==> src/rtl/dma_trig_pkg.sv <==
package dma_trig_pkg;
  localparam int CH_DEF  = 3;
  localparam int SRC_DEF = 16;
endpackage

==> src/rtl/dma_trig_unit.sv <==
module dma_trig_unit #(
  parameter int NSRC = 16,
  localparam int SELW = $clog2(NSRC)
) (
  input  logic            clk,
  input  logic            arst_n,
  input  logic [NSRC-1:0] src,
  input  logic [SELW-1:0] sel,
  input  logic            hold,
  input  logic            clr,
  output logic            pend
);
  logic tap, prev_q, pend_q, pend_n, rise;

  assign tap  = src[sel];
  assign rise = tap & ~prev_q;

  always_comb begin
    pend_n = pend_q;
    if (clr)            pend_n = 1'b0;
    if (rise && !hold)  pend_n = 1'b1;
  end

  always_ff @(posedge clk or negedge arst_n) begin
    if (!arst_n) begin
      prev_q <= 1'b0;
      pend_q <= 1'b0;
    end else begin
      prev_q <= tap;
      pend_q <= pend_n;
    end
  end

  assign pend = pend_q;


  hold_block_chk: assert property (@(posedge clk) disable iff (!arst_n)
    (hold && !pend_q) |=> !pend_q);
endmodule

==> src/rtl/dma_arb_pick.sv <==
module dma_arb_pick #(
  parameter int NCH = 3,
  localparam int IW = $clog2(NCH)
) (
  input  logic [NCH-1:0] pend,
  input  logic [IW-1:0]  last,
  input  logic           rot,
  output logic           any,
  output logic [IW-1:0]  win
);
  int base;
  int idx;

  always_comb begin
    any  = 1'b0;
    win  = '0;
    base = rot ? int'(last) : NCH - 1;
    idx  = 0;
    for (int i = 1; i <= NCH; i++) begin
      idx = base + i;
      if (idx >= NCH) idx = idx - NCH;
      if (!any && pend[idx]) begin
        any = 1'b1;
        win = IW'(idx);
      end
    end
  end
endmodule

==> src/rtl/dma_trig_arb.sv <==
module dma_trig_arb #(
  parameter int NCH  = dma_trig_pkg::CH_DEF,
  parameter int NSRC = dma_trig_pkg::SRC_DEF,
  localparam int SELW = $clog2(NSRC),
  localparam int IW   = $clog2(NCH)
) (
  input  logic                clk,
  input  logic                rst_n,
  input  logic [NSRC-1:0]     src_req,
  input  logic [NCH*SELW-1:0] sel_flat,
  input  logic                bus_hold,
  input  logic                rot_mode,
  input  logic                eng_done,
  output logic [NCH-1:0]      grant,
  output logic                grant_stb
);
  logic [1:0]     rst_pipe;
  logic           arst_n;
  logic [NCH-1:0] pend, clr_vec;
  logic [NCH-1:0] grant_q, grant_n;
  logic           stb_q, stb_n, start, busy, any;
  logic [IW-1:0]  win, last_q;

  always_ff @(posedge clk or negedge rst_n) begin
    if (!rst_n) rst_pipe <= 2'b00;
    else        rst_pipe <= {rst_pipe[0], 1'b1};
  end
  assign arst_n = rst_pipe[1];

  for (genvar c = 0; c < NCH; c++) begin : g_ch
    dma_trig_unit #(.NSRC(NSRC)) i_unit (
      .clk(clk), .arst_n(arst_n), .src(src_req),
      .sel(sel_flat[c*SELW +: SELW]), .hold(bus_hold),
      .clr(clr_vec[c]), .pend(pend[c]));
  end

  dma_arb_pick #(.NCH(NCH)) i_pick (
    .pend(pend), .last(last_q), .rot(rot_mode), .any(any), .win(win));

  assign busy = |grant_q;

  always_comb begin
    grant_n = grant_q;
    stb_n   = 1'b0;
    start   = 1'b0;
    if (busy) begin
      if (eng_done) grant_n = '0;
    end else if (any) begin
      start   = 1'b1;
      stb_n   = 1'b1;
      grant_n = NCH'(1) << win;
    end
  end

  assign clr_vec = grant_n & {NCH{start}};

  always_ff @(posedge clk or negedge arst_n) begin
    if (!arst_n) begin
      grant_q <= '0;
      stb_q   <= 1'b0;
      last_q  <= IW'(NCH - 1);
    end else begin
      grant_q <= grant_n;
      stb_q   <= stb_n;
      if (start) last_q <= win;
    end
  end

  assign grant     = grant_q;
  assign grant_stb = stb_q;


  grant_onehot_chk: assert property (@(posedge clk) disable iff (!arst_n)
    $onehot0(grant_q));

  stb_fresh_chk: assert property (@(posedge clk) disable iff (!arst_n)
    stb_q |-> ($onehot(grant_q) && $past(grant_q) == '0));

  grant_hold_chk: assert property (@(posedge clk) disable iff (!arst_n)
    (busy && !eng_done) |=> (grant_q == $past(grant_q)));

  done_release_chk: assert property (@(posedge clk) disable iff (!arst_n)
    (busy && eng_done) |=> (grant_q == '0 && !stb_q));
endmodule

==> config.mk <==
export PLATFORM = sky130hd
export DESIGN_NAME = dma_trig_arb
export DESIGN_NICKNAME = d
export VERILOG_FILES = /design/src/rtl/dma_trig_pkg.sv /design/src/rtl/dma_trig_unit.sv /design/src/rtl/dma_arb_pick.sv /design/src/rtl/dma_trig_arb.sv
export SDC_FILE = /design/constraint.sdc
export NUM_CORES = 1
export LEC_CHECK = 0
export BUFFER_PORTS_ARGS = -buffer_cell sky130_fd_sc_hd__buf_2
export CELL_PAD_IN_SITES_DETAIL_PLACEMENT = 0
export CELL_PAD_IN_SITES_GLOBAL_PLACEMENT = 1
export CORE_MARGIN = 4
export CORE_UTILIZATION = 40
export CTS_CLUSTER_DIAMETER = 80
export DETAILED_ROUTE_END_ITERATION = 8
export GPL_TIMING_DRIVEN = 1
export PLACE_DENSITY_LB_ADDON = 0.1
export RECOVER_POWER = 50
export SYNTH_ARGS = -nofsm -noshare
export SYNTH_HDL_FRONTEND = slang
export SYNTH_HIERARCHICAL = 1
export SYNTH_SLANG_ARGS = --single-unit
export TNS_END_PERCENT = 1
==> constraint.sdc <==
create_clock -name clk -period 0.9 [get_ports clk]
set_input_delay 0.135 -clock clk [delete_from_list [all_inputs] [get_ports clk]]
set_output_delay 0.135 -clock clk [all_outputs]
set_load 0.01 [all_outputs]
==> reports/results.tsv <==
stage	metric	value	unit
run_status	status	finished, violations left	
run_status	violations	negative setup slack	
yosys	netlist_top_cells_area	dfrtp_1 29%, mux4_1 28%, mux4_2 6.0%, inv_1 4.0%, nand2_1 3.0%	
yosys	synth_warnings	6	
placement	dpl.hpwl	2419	µm
floorplan	core-area	0.002734	mm²
route	vias_per_cell	5.342	
yosys	syn_area_per_cell	12.75	µm²
route	drc	0	
yosys	synth_commonest_cells	13 x dfrtp_1, 12 x inv_1, 12 x mux4_1	
sta	final.period_utilization	2.638	
yosys	yosysUniqueCellTypes	30	
sta	hold_viol_final	0	
yosys	synth_cells	89	
floorplan	boundaryPins	37	
yosys	async_flop_share	1.000	
clock_tree	cts_num_sinks	14	
worst_setup_path	cp_num_buf_inv	2	
global_route	antenna_found_initial	0	
worst_setup_path	cp-end-kind	register	
clock_tree	clk_latency	0.28	ns
placement	dpl.cell_count	185	
placement	port_buffers	36	
run	maxCapViolations	0	
floorplan	start_util	0.4151	
floorplan	dieHeight	61.27	µm
yosys	synth_most_common_cell	dfrtp_1	
clock_tree	numCtsBuffers	3	
global_route	grt_pass1_vias	1131	
sta	finalSetupTns	-13.84	ns
worst_setup_path	worstSetupPathType	reg -> reg	
yosys	ys_ff_latch	14	
floorplan	core.rowCount	19	
global_route	grt-ovfl-total	0	
yosys	ys.flop_type	dfrtp_1	
clock_tree	clkTransAtPathRegs	0.08	ns
yosys	synth_top_area_share	0.2867	
sta	max_freq	0.4212	GHz
global_route	grt_start_max_net_pins	13	
placement	gp_congestion	0.8071	
finish	n_antenna_cell	0	
sta	report.final.slew_viol_count	0	
yosys	synth_largest_area_cell	dfrtp_1	
yosys	seq_area_frac_synth	0.3098	
sta	rsz0062_at_grt	yes	
yosys	synth_fp_nets	124	
worst_setup_path	crit_fanout	6	
placement	post_dp_cell_area	0.001619	mm²
clock_tree	cts_buffer_depth	2	
route	dr.pass1.iters	4	
worst_setup_path	crit_path_cell_trace	nand2b_4 > inv_4 > ha_4 > nand4b_1 > nor3b_2 > nand2_1 > or4b_4 > buf_4 > o32ai_1	
worst_setup_path	start_kind	register	
route	wl_per_cell	15.24	µm
route	num_vias	1015	
clock_tree	cts_root_buf	clkbuf_4	
clock_tree	post_cts_buffers	0	
pwr	peakVddDrop	2.530	mV
pwr	power_density	2679	mW/mm²
route	postRouteAntennaNets	0	
pwr	p_leak	0.0008354	µW
floorplan	fp.dieW	61.27	µm
worst_setup_path	cpPeakStageDelay	0.53	ns
hold_path	hold_class	in -> reg	
finish	fin_nets	195	
sta	skew	0.009479	ns
sta	fin_crit	2.374	ns
global_route	grt_pass1_wl	4968	µm
sta	setup_viol	16	
clock_tree	cts_tree	built	
clock_tree	cts_max_level	1	
global_route	grt_usage	0.1865	
yosys	synth-edff-count	0	
finish	layout-drive-gt1-share	0.6289	
finish	fin_area	0.001764	mm²
yosys	netlist_area	0.001135	mm²
worst_setup_path	cp_slowest_cell	dfstp_2	
worst_setup_path	required	1.08	ns
finish	area_delta_synth_final	55.46	%
finish	post_layout_nonfiller_instances	190	
route	drtIter0Drc	25	
floorplan	dieArea	0.003753	mm²
worst_setup_path	crit_family	simple AND/OR/NAND/NOR gates	
sta	worst_slack	-1.474	ns
worst_setup_path	cp_data_arrival_time	2.56	ns
route	wirelength	2895	µm
stage by stage:
step,worst slack [ns],util,hold slack [ns],power [µW]
final,-1.474,0.6453,0.08763,4726
after floorplan,-1.448,-,-0.1606,2638
after global placement,-1.555,0.5922,-0.07855,3797
after CTS,-1.466,0.6407,0.06895,4730
after detailed placement,-1.588,0.5922,-0.07579,3834
after global routing,-1.597,0.6453,0.08249,5075
layout by cell type (no fill, tap or decap), types with 2 or more instances in the layout:
cell and n:
mux4_1 6, nor3_2 2, mux4_2 9, clkbuf_4 3, nor2_1 6, nand2_1 8
buf_6 10, buf_2 27, o32ai_2 2, clkbuf_1 2, mux2_4 2, dfrtp_1 13
nand2b_4 2, a22o_1 3, inv_1 11, mux2i_1 2, ha_4 2, buf_8 2
buf_4 25
cells by family (layout without fill, tap and decap cells):
| logic type | count (synthesis) | count (layout) | share of synthesized area |
|---|---|---|---|
| AND/OR/NAND/NOR | 26 | 26 | 0.1246 |
| multiplexers | 19 | 19 | 0.3815 |
| flip-flops | 14 | 14 | 0.3098 |
| AO/OA/AOI/OAI | 13 | 13 | 0.09482 |
| buffers and inverters | 13 | 83 | 0.04961 |
| adder cells (fa/ha/maj) | 2 | 2 | 0.02205 |
| other | 1 | 1 | 0.003304 |
| XOR/XNOR | 1 | 1 | 0.01434 |
worst paths after layout:
kind                        startpoint  cells after the start  slack, ns           to
min reg2reg                rst_pipe[1]                      1       0.21    grant_stb
max                          last_q[1]                      9      -1.47     grant[1]
min                           eng_done                      2       0.09     grant[0]
max in group asynchronous  rst_pipe[1]                      1       0.40    last_q[1]
min in group asynchronous        rst_n                      2       0.16  rst_pipe[0]
max reg2reg                  last_q[1]                      9      -1.47     grant[1]
metal layers:
| layer | wire length (µm) | up-vias | GRT usage |
|---|---|---|---|
| li1 | - | 488 | - |
| met1 | 1102 | 491 | 0.2116 |
| met2 | 1603 | 32 | 0.3399 |
| met3 | 157 | 4 | 0.04612 |
| met4 | 30 | 0 | 0.06192 |
| met5 | 0 | - | 0 |
sequential cells by signal, indices dropped and copies added, names as in the netlist:
name and count:
grant 3, rst_pipe 2, grant_stb 1, g_ch.i_unit/prev_q 3
last_q 2, g_ch.i_unit/pend 3
timing repair:
action | 4_1_cts | 5_1_grt
resized for setup | 30 | 3
setup endpoints to repair | 16 | 16
hold buffers | 1 | 0
pin swaps | 4 | 1
hold endpoints to repair | 2 | 0
report_power, final:
group | leakage [µW] | total [µW] | internal (µW) | switching (µW)
Sequential | 0.000167 | 1040 | 854 | 191
Clock | 0.0000150 | 361 | 172 | 189
Combinational | 0.000654 | 3320 | 1870 | 1450
worst reg2reg max path, delay by kind of cell, from the launching register on:
family / cells / cell delay, ns
adders and majority gates: 1 / 0.15
and+or+nand+nor: 5 / 1.13
DFF: 1 / 0.53
AOI/OAI and AO/OA: 1 / 0.23
buffers and inverters: 2 / 0.24
cell type report:
cell class / count / area, µm²
Timing Repair Buffer: 67 / 484.2
Fill cell: 216 / 969.7
Clock buffer: 4 / 26.28
Inverter: 12 / 47.55
Multi-Input combinational cell: 62 / 815.8
Tap cell: 31 / 38.79
Sequential cell: 14 / 351.6
Note: power is estimated with default switching activity, not from simulation.
